[config.mk]
export PLATFORM = sky130hd
export DESIGN_NAME = fault_pair_sweeper
export DESIGN_NICKNAME = d
export VERILOG_FILES = /design/src/rtl/fps_pkg.sv /design/src/rtl/fps_walker.sv /design/src/rtl/fps_mask.sv /design/src/rtl/fps_tally.sv /design/src/rtl/fault_pair_sweeper.sv
export SDC_FILE = /design/constraint.sdc
export NUM_CORES = 1
export LEC_CHECK = 0
export ABC_CLOCK_PERIOD_IN_PS = 6200
export BUFFER_PORTS_ARGS = -buffer_cell sky130_fd_sc_hd__buf_2
export CAP_MARGIN = 5
export CORE_MARGIN = 10
export CORE_UTILIZATION = 40
export DETAILED_ROUTE_END_ITERATION = 6
export PLACE_DENSITY_LB_ADDON = 0.15
export SLEW_MARGIN = 20
export SYNTH_ARGS = -nofsm -noshare
export SYNTH_HDL_FRONTEND = slang
export SYNTH_SLANG_ARGS = --single-unit
[constraint.sdc]
create_clock -name clk -period 6.2 [get_ports clk]
set_input_delay 0.93 -clock clk [delete_from_list [all_inputs] [get_ports clk]]
set_output_delay 0.93 -clock clk [all_outputs]
set_load 0.01 [all_outputs]
[src/rtl/fps_pkg.sv]
package fps_pkg;

    typedef enum logic [1:0] {
        SW_IDLE = 2'd0,
        SW_RUN  = 2'd1,
        SW_DONE = 2'd2
    } sweep_state_e;

    typedef enum logic [1:0] {
        OC_CORRECT = 2'd0,
        OC_CAUGHT  = 2'd1,
        OC_SILENT  = 2'd2
    } outcome_e;

    localparam int NUM_OUTCOMES = 3;

    typedef struct packed {
        logic     hit;
        outcome_e cls;
    } tally_req_t;

    function automatic outcome_e classify(input logic mism, input logic det);
        if (!mism)    return OC_CORRECT;
        else if (det) return OC_CAUGHT;
        else          return OC_SILENT;
    endfunction

    function automatic int idx_w(input int n);
        return (n > 1) ? $clog2(n) : 1;
    endfunction

endpackage

[src/rtl/fps_walker.sv]
module fps_walker #(
    parameter int N_ROWS = 4,
    parameter int N_COLS = 4,
    parameter int BYTE_W = 8,
    localparam int POS_W = fps_pkg::idx_w(N_ROWS * N_COLS * BYTE_W)
) (
    input  logic             clk,
    input  logic             rst,
    input  logic             restart,
    input  logic             advance,
    output logic [POS_W-1:0] lo_pos,
    output logic [POS_W-1:0] hi_pos,
    output logic             last
);
    localparam int RW    = fps_pkg::idx_w(N_ROWS);
    localparam int CW    = fps_pkg::idx_w(N_COLS);
    localparam int BIT_W = fps_pkg::idx_w(BYTE_W);

    localparam logic [RW-1:0]    ROW_MAX    = RW'(N_ROWS - 1);
    localparam logic [CW-1:0]    COL_MAX    = CW'(N_COLS - 1);
    localparam logic [BIT_W-1:0] FIRST_MAX  = BIT_W'(BYTE_W - 2);
    localparam logic [BIT_W:0]   TOP_BIT    = (BIT_W+1)'(BYTE_W - 1);
    localparam logic [POS_W-1:0] ROWS_P     = POS_W'(N_ROWS);
    localparam logic [POS_W-1:0] BYTE_P     = POS_W'(BYTE_W);

    logic [RW-1:0]    row_q;
    logic [CW-1:0]    col_q;
    logic [BIT_W-1:0] first_q;
    logic [BIT_W-1:0] dist_q;

    logic             pair_top;
    logic             byte_end;
    logic [POS_W-1:0] byte_pos;

    assign pair_top = ({1'b0, first_q} + {1'b0, dist_q}) == TOP_BIT;
    assign byte_end = pair_top && (first_q == FIRST_MAX);
    assign last     = byte_end && (row_q == ROW_MAX) && (col_q == COL_MAX);

    always_comb begin
        byte_pos = POS_W'(row_q) + ROWS_P * POS_W'(col_q);
        lo_pos   = byte_pos * BYTE_P + POS_W'(first_q);
        hi_pos   = lo_pos + POS_W'(dist_q);
    end

    always_ff @(posedge clk) begin
        if (rst || restart) begin
            row_q   <= '0;
            col_q   <= '0;
            first_q <= '0;
            dist_q  <= BIT_W'(1);
        end else if (advance) begin
            if (!pair_top) begin
                dist_q <= dist_q + BIT_W'(1);
            end else begin
                dist_q <= BIT_W'(1);
                if (!byte_end) begin
                    first_q <= first_q + BIT_W'(1);
                end else begin
                    first_q <= '0;
                    if (col_q != COL_MAX) begin
                        col_q <= col_q + CW'(1);
                    end else begin
                        col_q <= '0;
                        row_q <= (row_q == ROW_MAX) ? '0 : row_q + RW'(1);
                    end
                end
            end
        end
    end

endmodule

[src/rtl/fps_mask.sv]
module fps_mask #(
    parameter int STATE_W = 128,
    localparam int POS_W  = fps_pkg::idx_w(STATE_W)
) (
    input  logic               en,
    input  logic [POS_W-1:0]   lo_pos,
    input  logic [POS_W-1:0]   hi_pos,
    output logic [STATE_W-1:0] mask
);
    for (genvar i = 0; i < STATE_W; i++) begin : g_bit
        assign mask[i] = en && ((lo_pos == POS_W'(i)) || (hi_pos == POS_W'(i)));
    end

endmodule

[src/rtl/fps_tally.sv]
module fps_tally
    import fps_pkg::*;
#(
    parameter int CNT_W = 10
) (
    input  logic       clk,
    input  logic       rst,
    input  logic       clr,
    input  tally_req_t req,
    output logic [NUM_OUTCOMES-1:0][CNT_W-1:0] counts
);
    localparam logic [CNT_W-1:0] SAT = '1;

    for (genvar g = 0; g < NUM_OUTCOMES; g++) begin : g_cnt
        logic bump;
        assign bump = req.hit && (req.cls == outcome_e'(g)) && (counts[g] != SAT);

        always_ff @(posedge clk) begin
            if (rst || clr) begin
                counts[g] <= '0;
            end else if (bump) begin
                counts[g] <= counts[g] + CNT_W'(1);
            end
        end
    end

endmodule

[src/rtl/fault_pair_sweeper.sv]
module fault_pair_sweeper
    import fps_pkg::*;
#(
    parameter int N_ROWS    = 4,
    parameter int N_COLS    = 4,
    parameter int BYTE_W    = 8,
    parameter int CNT_W     = 10,
    parameter int ROUND_W   = 4,
    parameter int DEF_ROUND = 9,
    localparam int STATE_W  = N_ROWS * N_COLS * BYTE_W,
    localparam int POS_W    = idx_w(STATE_W)
) (
    input  logic               clk,
    input  logic               rst,
    input  logic               start,
    input  logic [ROUND_W-1:0] target_round,
    input  logic               sub_stage,
    input  logic [ROUND_W-1:0] cur_round,
    output logic [STATE_W-1:0] fault_mask,
    output logic               mask_vld,
    input  logic               res_vld,
    input  logic               res_mismatch,
    input  logic               res_detect,
    output logic [CNT_W-1:0]   cnt_correct,
    output logic [CNT_W-1:0]   cnt_caught,
    output logic [CNT_W-1:0]   cnt_silent,
    output logic               done
);
    localparam logic [ROUND_W-1:0] DEF_R = ROUND_W'(DEF_ROUND);

    sweep_state_e       state_q;
    logic [ROUND_W-1:0] tgt_q;
    logic               running;
    logic               accept;
    logic               last_pair;
    logic [POS_W-1:0]   lo_pos;
    logic [POS_W-1:0]   hi_pos;
    tally_req_t         treq;
    logic [NUM_OUTCOMES-1:0][CNT_W-1:0] counts;

    assign running = (state_q == SW_RUN);
    assign accept  = running && res_vld && !start;

    always_ff @(posedge clk) begin
        if (rst) begin
            state_q <= SW_IDLE;
            tgt_q   <= '0;
        end else if (start) begin
            state_q <= SW_RUN;
            tgt_q   <= (target_round == '0) ? DEF_R : target_round;
        end else if (accept && last_pair) begin
            state_q <= SW_DONE;
        end
    end

    fps_walker #(
        .N_ROWS (N_ROWS),
        .N_COLS (N_COLS),
        .BYTE_W (BYTE_W)
    ) u_walker (
        .clk     (clk),
        .rst     (rst),
        .restart (start),
        .advance (accept),
        .lo_pos  (lo_pos),
        .hi_pos  (hi_pos),
        .last    (last_pair)
    );

    assign mask_vld = running && sub_stage && (cur_round == tgt_q);

    fps_mask #(
        .STATE_W (STATE_W)
    ) u_mask (
        .en     (mask_vld),
        .lo_pos (lo_pos),
        .hi_pos (hi_pos),
        .mask   (fault_mask)
    );

    always_comb begin
        treq.hit = accept;
        treq.cls = classify(res_mismatch, res_detect);
    end

    fps_tally #(
        .CNT_W (CNT_W)
    ) u_tally (
        .clk    (clk),
        .rst    (rst),
        .clr    (start),
        .req    (treq),
        .counts (counts)
    );

    assign cnt_correct = counts[OC_CORRECT];
    assign cnt_caught  = counts[OC_CAUGHT];
    assign cnt_silent  = counts[OC_SILENT];
    assign done        = (state_q == SW_DONE);

endmodule

==> Yosys cells after proc, flatten, opt, wreduce, memory -nomap -nowiden <==
Index checks and enable logic that the tools add are counted.
{ "word_totals": {"mem_bits_rw": 0, "wordCells": 579, "regBits": 46, "mem_count": 0, "mem_bits_ro": 0, "latch_bits": 0, "output_inout_bits": 160, "inputBits": 15} }
{ "classes": {"magnitude_cmp": 0, "eq_ne": 267, "bitwise_logic": 1, "div_mod_pow": 0, "shifts": 0, "n_mux": 9, "n_addsub": 11, "multipliers": 0, "reduce_logical": 281} }
{ "ops": {"columns": ["op", "n"], "rows": [
  ["equality test 7 bit (second input constant)", 128],
  ["equality test 7 x 6 -> 1 bit (second input constant)", 64],
  ["equality test 7 x 5 -> 1 bit (second input constant)", 32],
  ["logical AND 1 bit", 142],
  ["logical OR 1 bit", 129],
  ["equality test 7 x 4 -> 1 bit (second input constant)", 16],
  ["equality test 7 x 3 -> 1 bit (second input constant)", 8],
  ["adder 10 x 1 -> 10 bit (second input constant)", 3],
  ["!= test 10 bit (second input constant)", 3],
  ["equality test 7 x 2 -> 1 bit (second input constant)", 4],
  ["adder 7 x 3 -> 7 bit", 2],
  ["equality test 7 x 1 -> 1 bit (second input constant)", 2],
  ["zero test 7 bit", 2],
  ["equality test 2 bit (second input constant)", 4],
  ["two-way mux 2 bit", 4],
  ["adder 3 x 1 -> 3 bit (second input constant)", 2],
  ["two-way mux 3 bit", 2],
  ["adder 2 x 1 -> 2 bit (second input constant)", 2],
  ["adder 2 x 4 -> 4 bit", 1],
  ["adder 3 x 3 -> 4 bit", 1],
  ["equality test 2 x 1 -> 1 bit (second input constant)", 2],
  ["equality test 4 x 3 -> 1 bit (second input constant)", 1],
  ["equality test 4 bit", 1],
  ["zero test 4 bit", 1],
  ["other kinds (12)", 13]
]} }

==> Longest topological paths before layout <==
{ "depth": {"depth_word": 8, "mapped_depth": 8, "mapped_depth_nobuf": 7} }

==> Hierarchy <==
Synthesis repeated with hierarchy kept, for this count alone.
{ "unflattened": {"cells_unflattened": 663, "area_unflattened_um2": 4902.2} }
{ "modules_own_cells": {"columns": ["module", "n_inst", "cells_per_inst", "area_per_inst_um2", "seq_area_each_um2"], "rows": [
  ["fps_mask", 1, 378, 2368.5, 0.0],
  ["fps_tally", 1, 168, 1500.2, 600.6],
  ["fps_walker", 1, 84, 718.2, 200.2],
  ["fault_pair_sweeper", 1, 33, 315.3, 120.1]
]} }

==> Least setup slack after synthesis <==
Ideal clock, no wire load.
{ "synth_timing": {"path_kind": "register -> output", "from": "register u_walker.first_q[0]", "to": "output port fault_mask[114]", "path_slack_ns": 2.963, "path_stages_with_launch": 8, "t_arrival_ns": 2.307, "path_cell_list": "dfxtp_1 ha_1 fa_1 clkbuf_1 nand4_1 nor4_1 nand2_1 o22ai_1"} }
{ "synth_via": {"elab_chain_len": 5} }
{ "synth_lines": {"columns": ["element", "line", "text"], "rows": [
  ["start: declaration", "fps_walker.sv:28", "logic [BIT_W-1:0] first_q;"],
  ["start signal: assignment", "fps_walker.sv:57", "first_q <= first_q + BIT_W'(1);"],
  ["adder 7 x 3 -> 7 bit (*)", "fps_walker.sv:41", "lo_pos = byte_pos * BYTE_P + POS_W'(first_q);"],
  ["adder 7 x 3 -> 7 bit", "fps_walker.sv:42", "hi_pos = lo_pos + POS_W'(dist_q);"],
  ["equality test 7 bit", "fps_mask.sv:11", "assign mask[i] = en && ((lo_pos == POS_W'(i)) || (hi_pos == POS_W'(i)));"],
  ["logical OR 1 bit (*)", "fps_mask.sv:11", null],
  ["logical AND 1 bit (*)", "fps_mask.sv:11", null],
  ["end: declaration", "fault_pair_sweeper.sv:19", "output logic [STATE_W-1:0] fault_mask,"]
]} }
Mark *: on every way between the ends. The rest lies on a longest branch, timed or not.

==> Final worst setup path <==
{ "layout_timing": {"from": "register u_walker.row_q[0]", "to": "output port fault_mask[87]"} }
{ "layout_via": {"elab_chain_len": 6} }
{ "layout_lines": {"columns": ["element", "line", "text"], "rows": [
  ["start: declaration", "fps_walker.sv:26", "logic [RW-1:0] row_q;"],
  ["start signal: assignment", "fps_walker.sv:64", "row_q <= (row_q == ROW_MAX) ? '0 : row_q + RW'(1);"],
  ["adder 2 x 4 -> 4 bit (*)", "fps_walker.sv:40", "byte_pos = POS_W'(row_q) + ROWS_P * POS_W'(col_q);"],
  ["adder 7 x 3 -> 7 bit (*)", "fps_walker.sv:41", null],
  ["adder 7 x 3 -> 7 bit", "fps_walker.sv:42", null],
  ["equality test 7 bit", "fps_mask.sv:11", null],
  ["logical OR 1 bit (*)", "fps_mask.sv:11", null],
  ["logical AND 1 bit (*)", "fps_mask.sv:11", null]
]} }
Marks and branches as above.

==> impl_metrics.env <==
export IMPL_yosys_register_bits=46
export IMPL_grt_pass1_wl_um=23800
export IMPL_reg2reg_depth=7
export IMPL_post_cts_buffers=0
export IMPL_ir_drop_mv=0.149
export IMPL_yosysWarnings=0
export IMPL_fill_cells=991
export IMPL_antenna_found_initial=0
export IMPL_fmax_ghz=0.238
export IMPL_p_int_w=0.000429
export IMPL_powerDensity_mw_per_mm2=112
export IMPL_core_area_mm2=0.00968
export IMPL_rsz0062_at_grt="no"
export IMPL_drcViolationCount=0
export IMPL_setup_slack_ps=2000
export IMPL_drt_pass1_iterations=6
export IMPL_drive_gt1_frac=0.336
export IMPL_seq_area_frac_synth=0.234
export IMPL_gr_total_overflow=0
export IMPL_num_vias=4831
export IMPL_grt_max_degree=42
export IMPL_synth_top_cells_by_count="128 x o22ai_1, 51 x nor2_1, 46 x dfxtp_1"
export IMPL_die_x_um=119
export IMPL_initial_core_util=0.407
export IMPL_run_status="complete, no violations"
export IMPL_synth_edf_count=0
export IMPL_path_clk_slew_ps=90
export IMPL_die_h_um=119
export IMPL_ys_flop_type="dfxtp_1"
export IMPL_max_stage_delay_ps=790
export IMPL_crit_arrival_ps=3270
export IMPL_drv_cap=0
export IMPL_hold_violations=0
export IMPL_tightest_slew_ps=784
export IMPL_gp_congestion=0.854
export IMPL_nets=674
export IMPL_yosys_top_cells_area="dfxtp_1 23%, o22ai_1 20%, xnor2_1 5.8%"
export IMPL_holdCritPathClass="flip-flop to flip-flop"
export IMPL_cts_hold_buf=0
export IMPL_root_buffer="clkbuf_8"
export IMPL_dp_hpwl_um=11700
export IMPL_ant_nets=0
export IMPL_synthesis_nets=525
export IMPL_io_pins=175
export IMPL_cts_buffers=5
export IMPL_crit_chain="ha_1 > o21a_1 > and2_1 > xnor2_1 > nand3_1 > o22ai_1 > buf_2"
export IMPL_setup_viol=0
export IMPL_avgSynthCellArea_um2=7.95
export IMPL_start_kind="flip-flop"
export IMPL_rows=36
export IMPL_seqPwrFrac=0.544
export IMPL_synth_largest_area_cell="dfxtp_1"
export IMPL_drtIter0Drc=726
export IMPL_fin_skew_ps=3.82
export IMPL_fin_tns_setup_ps=0
export IMPL_slew_violations=0
export IMPL_ctsResizeCount=0
export IMPL_dp_slack_ps=2330
export IMPL_required_ps=5270
export IMPL_power_frac_comb=0.060
export IMPL_yosysMostFrequentCell="o22ai_1"
export IMPL_drt_wl_total_um=15400
export IMPL_synth_area_mm2=0.00394
export IMPL_n_antenna_cell=0
export IMPL_min_period_ps=4200
export IMPL_first_global_vias=4548
export IMPL_via_per_inst=6.20
export IMPL_path_max_fanout=16
export IMPL_clock_path_buffers=2
export IMPL_final_util=0.509
export IMPL_synth_cell_types=61
export IMPL_switching_share=0.223
export IMPL_grt_usage=0.197
export IMPL_syn2layout_area_growth_pct=25.0
export IMPL_clkLatencyLatePin_ps=300
export IMPL_cp_end_kind="primary output"
export IMPL_finalCritPeriodShare=0.678
export IMPL_h_tree_depth=2
export IMPL_fp_dieArea_mm2=0.0142
export IMPL_switching_power_w=0.000123
export IMPL_wl_per_cell_um=19.7
export IMPL_path_class="flip-flop to primary output"
export IMPL_portBuffers=174
export IMPL_p_clk_frac=0.396
export IMPL_clock_sinks=46
export IMPL_cts_tree="yes"
export IMPL_async_flop_share=0
export IMPL_slew_headroom=0.477
export IMPL_yosys_area_top_type_share=0.234
export IMPL_p_leak_nw=1.99
export IMPL_holdPathStages=2
export IMPL_cp_slowest_cell="dfxtp_1"
export IMPL_netlist_instances=496
-- cell type report --
type	count	area [um2]	share of cell area
Clock buffer	5	68.8	0.0140
Clock inverter	3	40.0	0.00812
Inverter	6	22.5	0.00457
Multi-Input combinational cell	412	2840	0.576
Sequential cell	46	921	0.187
Tap cell	133	166	0.0338
Timing Repair Buffer	174	871	0.177
-- stage by stage --
step	hold slack, ps	area (um2)	std cells	total power, W
CTS	505	4930	779	0.000558
global placement	484	4820	771	0.000340
detailed placement	489	4820	771	0.000341
floorplan	465	3940	496	0.000330
finish	503	4930	779	0.000552
global route	545	4930	779	0.000578
-- placed cells by master, fill, tap and decap left out, types with 7 or more instances in the layout --
master,n
a21oi_1,7
buf_2,174
dfxtp_1,46
ha_1,13
mux2i_1,10
nand2_1,45
nand3_1,27
nor2_1,51
nor2b_1,8
nor3_1,13
o22ai_1,128
xnor2_1,26
-- worst max-delay path, delay by kind of cell (launching register included) --
| family | cells | cell delay (ps) |
|---|---|---|
| simple gates | 2 | 850 |
| flops | 1 | 790 |
| compound gates | 2 | 620 |
| fa+ha+maj | 1 | 330 |
| buf+inv | 1 | 200 |
| xor+xnor | 1 | 180 |
-- power by group through the flow --
stage,logic (W),clock network (W),registers [W]
finish,0.0000329,0.000219,0.000301
CTS,0.0000333,0.000224,0.000301
global placement,0.0000327,0,0.000307
floorplan,0.0000226,0,0.000307
detailed placement,0.0000331,0,0.000308
global route,0.0000367,0.000240,0.000301
-- state kept, by name, indices dropped and copies added, names as in the netlist --
name              count
u_tally.counts       30
tgt_q                 4
u_walker.row_q        2
u_walker.col_q        2
u_walker.dist_q       3
u_walker.first_q      3
state_q               2
-- worst paths after layout --
check / start / end / slack [ps]
setup reg to reg: u_walker.first_q[0] / u_walker.row_q[0] / 3670
hold / removal: tgt_q[0] / tgt_q[0] / 500
setup / recovery: u_walker.row_q[0] / fault_mask[87] / 2000
hold reg to reg: tgt_q[0] / tgt_q[0] / 500
-- kinds of logic (layout without fill, tap and decap cells) --
group	after synthesis	count (layout)	share of synthesized area
multiplexers	12	12	0.0330
adder cells (fa/ha/maj)	14	14	0.0463
AND/OR/NAND/NOR	197	197	0.284
flip-flops	46	46	0.234
AO/OA/AOI/OAI	155	155	0.273
XOR/XNOR	34	34	0.0841
buffers and inverters	38	188	0.0460
-- per-layer routing --
layer	up-vias	GRT usage	part of all wire
li1	2206	-	-
met1	2256	0.232	0.39
met2	314	0.333	0.47
met3	55	0.0463	0.10
met4	0	0.0863	0.033
met5	-	0	0
Note: power is estimated with default switching activity, not from simulation.
